**config.mk**
```make
export PLATFORM = sky130hd
export DESIGN_NAME = texmap_csr
export DESIGN_NICKNAME = d
export VERILOG_FILES = /design/src/rtl/texmap_csr_pkg.sv /design/src/rtl/texmap_csr_seq.sv /design/src/rtl/texmap_csr_chk.sv /design/src/rtl/texmap_csr_regs.sv /design/src/rtl/texmap_csr.sv
export SDC_FILE = /design/constraint.sdc
export NUM_CORES = 1
export LEC_CHECK = 0
export BUFFER_PORTS_ARGS = -buffer_cell sky130_fd_sc_hd__buf_2
export CORE_UTILIZATION = 28
export DETAILED_ROUTE_END_ITERATION = 7
export PLACE_DENSITY = 0.49
export RECOVER_POWER = 25
export SYNTH_ARGS = -nofsm -noshare
export SYNTH_HDL_FRONTEND = slang
export SYNTH_SLANG_ARGS = --single-unit
```
**constraint.sdc**
```tcl
create_clock -name clk -period 4.45 [get_ports clk]
set_input_delay 0.445 -clock clk [delete_from_list [all_inputs] [get_ports clk]]
set_output_delay 0.445 -clock clk [all_outputs]
set_load 0.005 [all_outputs]
```
**src/rtl/texmap_csr_pkg.sv**
```systemverilog
package texmap_csr_pkg;
    localparam int unsigned NUM_REGS  = 19;
    localparam int unsigned DATA_W    = 32;
    localparam int unsigned IDX_W     = $clog2(NUM_REGS);
    localparam int unsigned NUM_ERR   = 5;
    localparam int unsigned LEVEL_MAX = 63;

    typedef enum logic [IDX_W-1:0] {
        IX_CTRL, IX_MESH_XLAST, IX_MESH_YLAST, IX_GAIN, IX_KEYCOLOR,
        IX_VTX_BASE, IX_SRC_BASE, IX_SRC_W, IX_SRC_H, IX_SRC_WMASK,
        IX_SRC_HMASK, IX_DST_BASE, IX_DST_W, IX_DST_H, IX_DST_XOFS,
        IX_DST_YOFS, IX_TILE_W, IX_TILE_H, IX_OPACITY
    } reg_ix_e;

    localparam int unsigned ERR_GAIN = 0;
    localparam int unsigned ERR_OPAC = 1;
    localparam int unsigned ERR_VTX  = 2;
    localparam int unsigned ERR_SRC  = 3;
    localparam int unsigned ERR_BUS  = 4;

    typedef enum logic [1:0] {ST_IDLE, ST_LAUNCH, ST_RUN, ST_DONE} seq_state_e;
endpackage

```
**src/rtl/texmap_csr_seq.sv**
```systemverilog
module texmap_csr_seq (
    input  logic clk,
    input  logic rst_n,
    input  logic go_req,
    input  logic done_in,
    output logic busy,
    output logic start_o,
    output logic irq_o
);
    import texmap_csr_pkg::*;

    seq_state_e state_q, state_d;

    always_ff @(posedge clk) begin
        if (!rst_n) state_q <= ST_IDLE;
        else        state_q <= state_d;
    end

    always_comb begin
        state_d = state_q;
        unique case (state_q)
            ST_IDLE:   if (go_req)  state_d = ST_LAUNCH;
            ST_LAUNCH:              state_d = ST_RUN;
            ST_RUN:    if (done_in) state_d = ST_DONE;
            ST_DONE:   state_d = go_req ? ST_LAUNCH : ST_IDLE;
        endcase
    end

    always_comb begin
        start_o = 1'b0;
        irq_o   = 1'b0;
        busy    = 1'b0;
        unique case (state_q)
            ST_IDLE:   ;
            ST_LAUNCH: begin start_o = 1'b1; busy = 1'b1; end
            ST_RUN:    busy = 1'b1;
            ST_DONE:   irq_o = 1'b1;
        endcase
    end


    irq_single_chk: assert property (@(posedge clk) disable iff (!rst_n)
        irq_o |=> !irq_o);

    start_single_chk: assert property (@(posedge clk) disable iff (!rst_n)
        start_o |=> !start_o);

    done_irq_chk: assert property (@(posedge clk) disable iff (!rst_n)
        (state_q == ST_RUN && done_in) |=> irq_o);

    busy_nostart_chk: assert property (@(posedge clk) disable iff (!rst_n)
        (busy && go_req) |=> (!start_o && busy));
endmodule

```
**src/rtl/texmap_csr_chk.sv**
```systemverilog
module texmap_csr_chk #(
    parameter int unsigned LEVEL_LIMIT = 63,
    parameter int unsigned VTX_ALIGN_B = 3,
    parameter int unsigned SRC_ALIGN_B = 1
) (
    input  logic                                  clk,
    input  logic                                  rst_n,
    input  logic                                  wr_ok,
    input  logic [texmap_csr_pkg::IDX_W-1:0]      idx,
    input  logic [texmap_csr_pkg::DATA_W-1:0]     wdata,
    input  logic                                  bus_fault,
    output logic [texmap_csr_pkg::NUM_ERR-1:0]    err_q
);
    import texmap_csr_pkg::*;

    logic [NUM_ERR-1:0] hit;
    logic               clr;

    assign clr = wr_ok && (idx == IX_CTRL);

    always_comb begin
        hit = '0;
        hit[ERR_GAIN] = wr_ok && idx == IX_GAIN     && wdata > DATA_W'(LEVEL_LIMIT);
        hit[ERR_OPAC] = wr_ok && idx == IX_OPACITY  && wdata > DATA_W'(LEVEL_LIMIT);
        hit[ERR_VTX]  = wr_ok && idx == IX_VTX_BASE && |wdata[VTX_ALIGN_B-1:0];
        hit[ERR_SRC]  = wr_ok && idx == IX_SRC_BASE && |wdata[SRC_ALIGN_B-1:0];
        hit[ERR_BUS]  = bus_fault;
    end

    always_ff @(posedge clk) begin
        if (!rst_n)   err_q <= '0;
        else if (clr) err_q <= '0;
        else          err_q <= err_q | hit;
    end


    ctrl_clear_chk: assert property (@(posedge clk) disable iff (!rst_n)
        clr |=> (err_q == '0));

    bus_flag_chk: assert property (@(posedge clk) disable iff (!rst_n)
        bus_fault |=> err_q[ERR_BUS]);

    sticky_chk: assert property (@(posedge clk) disable iff (!rst_n)
        (!clr && err_q[ERR_GAIN]) |=> err_q[ERR_GAIN]);
endmodule

```
**src/rtl/texmap_csr_regs.sv**
```systemverilog
module texmap_csr_regs (
    input  logic                              clk,
    input  logic                              rst_n,
    input  logic                              wr_ok,
    input  logic                              rd_ok,
    input  logic                              rd_bad,
    input  logic [texmap_csr_pkg::IDX_W-1:0]  idx,
    input  logic [texmap_csr_pkg::DATA_W-1:0] wdata,
    input  logic                              busy,
    output logic [texmap_csr_pkg::DATA_W-1:0] rdata_q,
    output logic                              chroma_q
);
    import texmap_csr_pkg::*;

    logic [DATA_W-1:0] store_q [NUM_REGS];
    logic [DATA_W-1:0] sel_val;

    generate
        for (genvar g = 0; g < NUM_REGS; g++) begin : g_word
            if (g == 0) begin : g_ctrl
                always_ff @(posedge clk) begin
                    if (!rst_n)                         chroma_q <= 1'b0;
                    else if (wr_ok && idx == IX_CTRL)   chroma_q <= wdata[1];
                end
                assign store_q[g] = {{(DATA_W-2){1'b0}}, chroma_q, busy};
            end else begin : g_plain
                logic [DATA_W-1:0] word_q;
                always_ff @(posedge clk) begin
                    if (!rst_n)                            word_q <= '0;
                    else if (wr_ok && idx == IDX_W'(g))    word_q <= wdata;
                end
                assign store_q[g] = word_q;
            end
        end
    endgenerate

    always_comb begin
        sel_val = '0;
        for (int i = 0; i < NUM_REGS; i++)
            if (idx == IDX_W'(i)) sel_val = store_q[i];
    end

    always_ff @(posedge clk) begin
        if (!rst_n)      rdata_q <= '0;
        else if (rd_bad) rdata_q <= '0;
        else if (rd_ok)  rdata_q <= sel_val;
    end


    bad_read_zero_chk: assert property (@(posedge clk) disable iff (!rst_n)
        rd_bad |=> (rdata_q == '0));

    chroma_follow_chk: assert property (@(posedge clk) disable iff (!rst_n)
        (wr_ok && idx == IX_CTRL) |=> (chroma_q == $past(wdata[1])));
endmodule

```
**src/rtl/texmap_csr.sv**
```systemverilog
module texmap_csr #(
    parameter int unsigned ADDR_W      = 8,
    parameter int unsigned VTX_ALIGN_B = 3,
    parameter int unsigned SRC_ALIGN_B = 1
) (
    input  logic              clk,
    input  logic              rst_n,
    input  logic              bus_sel,
    input  logic              bus_wr,
    input  logic [ADDR_W-1:0] bus_addr,
    input  logic [3:0]        bus_be,
    input  logic [31:0]       bus_wdata,
    output logic [31:0]       bus_rdata,
    output logic              engine_start,
    input  logic              engine_done,
    output logic              irq,
    output logic              chroma_en,
    output logic [4:0]        err_flags
);
    import texmap_csr_pkg::*;

    localparam int unsigned WORD_W = ADDR_W - 2;

    logic [WORD_W-1:0] word;
    logic              legal, wr_ok, rd_ok, fault, rd_bad, go_req, busy;
    logic [IDX_W-1:0]  idx;

    assign word   = bus_addr[ADDR_W-1:2];
    assign idx    = word[IDX_W-1:0];
    assign legal  = (word < WORD_W'(NUM_REGS)) && (bus_be == 4'hF)
                    && (bus_addr[1:0] == 2'b00);
    assign wr_ok  = bus_sel && bus_wr && legal;
    assign rd_ok  = bus_sel && !bus_wr && legal;
    assign fault  = bus_sel && !legal;
    assign rd_bad = fault && !bus_wr;
    assign go_req = wr_ok && (idx == IX_CTRL) && bus_wdata[0];

    texmap_csr_seq u_seq (
        .clk(clk), .rst_n(rst_n), .go_req(go_req), .done_in(engine_done),
        .busy(busy), .start_o(engine_start), .irq_o(irq)
    );

    texmap_csr_regs u_regs (
        .clk(clk), .rst_n(rst_n), .wr_ok(wr_ok), .rd_ok(rd_ok),
        .rd_bad(rd_bad), .idx(idx), .wdata(bus_wdata), .busy(busy),
        .rdata_q(bus_rdata), .chroma_q(chroma_en)
    );

    texmap_csr_chk #(
        .LEVEL_LIMIT(LEVEL_MAX), .VTX_ALIGN_B(VTX_ALIGN_B),
        .SRC_ALIGN_B(SRC_ALIGN_B)
    ) u_chk (
        .clk(clk), .rst_n(rst_n), .wr_ok(wr_ok), .idx(idx),
        .wdata(bus_wdata), .bus_fault(fault), .err_q(err_flags)
    );
endmodule

```
======== Word-level counts from Yosys, hierarchy flattened ========
Cells that the tools add are included.
W data, S select, Z words.
word-level totals
  bits in registers ....................... 616
  bits of input ports ..................... 49
  output and inout port bits .............. 40
  logic and storage cells ................. 118
operators by class
  order comparisons ....................... 2
  equality and inequality tests ........... 24
  muxes and demuxes ....................... 26
  bitwise operators ....................... 2
  reductions and logical operators ........ 42
operators by type and width
  cell                   count
  $mux W32               18
  $eq A5 B4 Y1 const B   8
  $gt A32 B6 Y1 const B  1
  $logic_and A1 B1 Y1    32
  $eq A5 B3 Y1 const B   4
  $eq A5 B5 Y1 const B   3
  $eq A5 B2 Y1 const B   2
  $pmux W2 S4            1
  $lt A6 B5 Y1 const B   1
  $mux W2                3
  $reduce_or A2 Y1       3
  $eq A5 B1 Y1 const B   1
  $logic_not A5 Y1       1
  $or A5 B5 Y5           1
  $eq A2 B2 Y1 const B   2
  $eq A4 B4 Y1 const B   1
  $logic_not A2 Y1       2
  $mux W1                4
  $reduce_or A3 Y1       1
  $eq A2 B1 Y1 const B   1
  $logic_not A1 Y1       2
  $ne A2 B1 Y1 const B   1
  $ne A2 B2 Y1 const B   1
  $reduce_and A2 Y1      1
  $not A1 Y1             1

======== Logic depth before layout (Yosys ltp) ========
  word-level depth ........................ 22
  mapped depth ............................ 11
  gate-level depth less buffers ........... 8

======== Modules after synthesis ========
Synthesis repeated with hierarchy kept, for this count alone.
unflattened totals
  cells, all modules ...................... 3,739
  area, all modules ....................... 29,095.4 um^2
modules (own cells, without submodules)
  module           instances  cells an instance  area an instance (um^2)  seq. area each (um^2)
  texmap_csr_regs  1          3,675              28,509.8                 12,191.7
  texmap_csr_chk   1          34                 284.0                    100.1
  texmap_csr_seq   1          18                 181.4                    40.0
  texmap_csr       1          12                 120.1                    0.0

======== Least setup slack after synthesis ========
OpenSTA, ideal clock, no wires.
  kind .................................... input-to-reg
  start ................................... input port bus_addr[5]
  end ..................................... register u_regs.rdata_q[21] in the netlist's numbering
  library setup time ...................... 117 ps
  data arrival time ....................... 2,038 ps
  data required time ...................... 4,333 ps
  path slack .............................. 2,295 ps
  cell stages on the path ................. 8
  path buffers ............................ 3
  path through ............................ buf_2 or3b_2 or2_1 buf_2 clkbuf_1 nor2_1 a21oi_1 a32o_1
on the way
  word-level cells in the longest chain between the ends .. 19
  elaborated cells on any way between the ends .. 44
  those cells by class .................... 1 x order compare; 18 x eq/ne; 18 x mux; 7 x reduce/logical
ends and longest elaborated chain
  what                    RTL line               RTL
  from (decl)             texmap_csr.sv:10       input logic [ADDR_W-1:0] bus_addr,
  $eq A5 B1 Y1            texmap_csr_regs.sv:40  if (idx == IDX_W'(i)) sel_val = store_q[i];
  $mux W32 (18 in a row)  texmap_csr_regs.sv:40
  to (signal assigned)    texmap_csr_regs.sv:46  else if (rd_ok) rdata_q <= sel_val;
  to (decl)               texmap_csr_regs.sv:10  output logic [texmap_csr_pkg::DATA_W-1:0] rdata_q,
Parallel ways exist; a longest one is shown, timed or not.
A chain may end at the register's enable or synchronous reset.

======== Worst setup path after layout ========
  start ................................... input port bus_addr[4]
  end ..................................... register u_regs.g_word[15].g_plain.word_q[20]
on the way
  word-level cells in the longest chain between the ends .. 5
  elaborated cells on any way between the ends .. 6
  those cells by class .................... 1 x order compare; 1 x eq/ne; 4 x reduce/logical
ends and longest elaborated chain
  what                   RTL line               RTL
  $lt A6 B5 Y1           texmap_csr.sv:30       assign legal = (word < WORD_W'(NUM_REGS)) && (bus_be == 4'hF)
  $logic_and A1 B1 Y1    texmap_csr.sv:30
  $logic_and A1 B1 Y1    texmap_csr.sv:31       && (bus_addr[1:0] == 2'b00);
  $logic_and A1 B1 Y1    texmap_csr.sv:32       assign wr_ok = bus_sel && bus_wr && legal;
  $logic_and A1 B1 Y1 *  texmap_csr_regs.sv:30  else if (wr_ok && idx == IDX_W'(g)) word_q <= wdata;
  to (signal assigned)   texmap_csr_regs.sv:30
  to (decl)              texmap_csr_regs.sv:27  logic [DATA_W-1:0] word_q;
Mark *: on every way between the ends. The rest lies on a longest branch, timed or not.

==> qor.txt <==
RSZ-0062 raised after global routing: no
Slew margin rel.: -9.95%
Startpoint types: primary input
Crit path max fanout: 27
Worst setup EP type: flop
Status: finished, violations left
Sequential share of the synthesized area: 44.9%
Routed len/inst: 25.1 um
DR pass1 iterations: 8
Top_reg_cell synth: dfxtp_1
Register area: 0.0123 mm^2
Die X: 315 um
Post-cts sizing count: 0
Mapped Cells: 3662
Critical path class: in2reg
Drt total wl: 124 mm
Area growth from synthesis to layout: 14.6%
Fill cells: 10.3k
GRT Total Usage: 24.4%
Post-CTS setup buffers: 0
VDD IR max: 0.247 mV
Period utilisation layout: 83.1%
Req. time, crit path: 4.91 ns
Lkg Pwr: 10.3 nW
Pint: 9.42 mW
Netlist Area Pre-Place: 0.0275 mm^2
Cts hold-fix bufs: 0
Ys async rst share: 0%
Power per cell area: 398 mW/mm^2
CTS Sinks: 616
Min Tclk post-route: 3.70 ns
First-pass GRT wire length: 179 mm
R2R depth: 8
Cell taking the most area after synthesis: dfxtp_1
Share of total power in the clock network: 49.7%
Via density: 5.44
Synthesized Nets: 3716
H-tree lvl count: 3
Iter 0 DRT Violations: 3050
Fmax: 0.271 GHz
Final hold viol count: 0
# setup viols final: 0
Largest net degree at the start of global routing: 173
Reg clk slew, reported paths: 0.06 ns
CORE AREA: 0.0970 mm^2
Fin Setup TNS: 0 ns
Post-synth EDFFs: 0
Area share of the largest cell type after synthesis: 44.9%
Grt ovf: 0
R2r startpoint: u_seq.state_q[0]
Die ar.: 0.0994 mm^2
Worst hold path type: in2reg
Layout cells sized above 1: 10.1%
Switch share: 24.8%
Final antenna-violating net count: 0
DRC: 4
Port Buffer Count: 88
CTS Buf Count: 72
Nets@finish: 3668
IO Pins: 89
Failing checks: design-rule violations, max-capacitance violations, max-slew violations
Most frequent cells in the layout: 1228 x nand2_1, 701 x a21oi_1, 616 x dfxtp_1, 125 x buf_4, 102 x nor2_1
Multi-input gate area: 0.0135 mm^2
WP data arrival: 4.16 ns
# rows: 114
Largest cells by area after synthesis: dfxtp_1 45%, nand2_1 17%, a21oi_1 13%, clkbuf_1 3.1%, mux2i_1 1.8%
Sequential Power Share: 44.0%
Hold Crit Endpoint: u_seq.state_q[0]
Cell variety after synth: 88
Initial antenna violation count: 2
CTS tree: built
Clk root buf: clkbuf_16
Placed wire-length estimate: 82.6 mm
Max Cap Viol: 1
Combinational group share of total power: 6.2%
Worst hold start: engine_done
Fin cells: 4942
Clock Path Buffers: 3
# placed instances: 4816
Clk Latency, worst-skew pair: 0.62 ns
Hold Path Cell Cnt: 4
GPL Wtd Cong: 0.886
Vias in the first global route: 25.1k
Starting Density: 28.3%
Synth warn: 0
Commonest non-fill, non-tap cell in the layout: nand2_1
Slew @ Worst Pin: 1.65 ns
Syn avg cell area: 7.51 um^2
Reg2Reg Setup Slack: 2.25 ns
DIE HEIGHT: 315 um
Clk_skew: 0.0287 ns
Via count of the routed design: 26.9k
Seq cells post-synth: 616
Net Sw Power: 3.10 mW
Max-slew violation count: 28
R2R Path End: u_regs.rdata_q[0]
## cells by family after synthesis
logic type,synth area share [%]
AO/OA/AOI/OAI,23.1
adder cells (fa/ha/maj),0.228
multiplexers,2.64
flip-flops,44.9
buffers and inverters,6.00
AND/OR/NAND/NOR,23.2
## layout make-up
class / count / share of cell area [%]
Antenna cell: 1 / 0.00795
Inverter: 16 / 0.215
Clock buffer: 112 / 7.23
Timing Repair Buffer: 224 / 4.75
Clock inverter: 13 / 0.584
Sequential cell: 616 / 39.2
Tap cell: 1276 / 5.07
Multi-Input combinational cell: 2684 / 43.0
## worst max path at each step
stage / endpoint / cells after the start / from / slack (ns)
finish: u_regs.g_word[15].g_plain.word_q[20] / 8 / bus_addr[4] / 0.75
global route: u_regs.g_word[13].g_plain.word_q[16] / 6 / bus_addr[4] / 0.71
CTS: u_regs.rdata_q[24] / 8 / bus_addr[6] / 1.54
detailed placement: u_regs.rdata_q[24] / 8 / bus_addr[6] / 0.89
global placement: u_regs.rdata_q[24] / 8 / bus_addr[6] / 0.88
floorplan: u_regs.rdata_q[21] / 8 / bus_addr[5] / 2.29
## state kept, by name, indices dropped and copies added, names as in the netlist
name	count
u_regs.chroma_q	1
u_chk.err_q	5
u_regs.g_word.g_plain.word_q	576
u_seq.state_q	2
u_regs.rdata_q	32
## cells in the mapped netlist, types with 10 or more instances
cell and count:
o21ai_0 88, o211ai_1 21, o22ai_1 61, buf_2 80, buf_6 10, inv_1 14
nor3_1 19, o32ai_1 12, mux2_2 19, nor2b_1 18, or3_1 13, a22oi_1 26
clkbuf_1 224, mux2i_1 49, dfxtp_1 616, and3_1 10, nor4_1 10, nand2b_1 15
nand3_1 28, a211oi_1 30, buf_4 31, nor2_1 106, nand2_1 1228, a31oi_1 16
o31ai_1 10, a21oi_1 701, a221oi_1 12, o221ai_1 20, nand4_1 11
## power by group through the flow
stage	Combinational, mW	Sequential [mW]	Clock, mW
after floorplan	0.406	5.64	0
after global placement	0.769	5.64	0
after detailed placement	0.765	5.64	0
after CTS	0.767	5.52	6.31
after global routing	0.800	5.51	6.53
final	0.780	5.52	6.23
## per-stage QoR
stage	utilization, %	hold slack (ns)	power, mW	instance area, um^2	setup slack (ns)
4_1_cts	32.6	0.265	12.6	31600	1.54
3_5_place_dp	30.0	0.441	6.40	29100	0.890
3_3_place_gp	30.0	0.436	6.41	29100	0.880
6_report	32.5	0.290	12.5	31500	0.754
2_1_floorplan	-	0.429	6.04	27500	2.29
5_1_grt	32.5	0.310	12.8	31500	0.712
## layer usage
metal / wire length [um] / track usage (%) / up-vias
li1: - / - / 12400
met1: 53600 / 33.5 / 13100
met4: 5550 / 10.8 / 2
met5: 13 / 0 / -
met2: 54900 / 37.4 / 1185
met3: 9830 / 4.02 / 241
## worst max-delay path, cell delays in order
cell and delay, ns:
clkbuf_1 1.16, nand3b_1 0.89, nor2_1 0.27, buf_4 0.37
nand2_1 0.42, buf_4 0.40, nand2_1 0.11, a21oi_1 0.06
No activity file was read; power rests on OpenSTA's default activity.
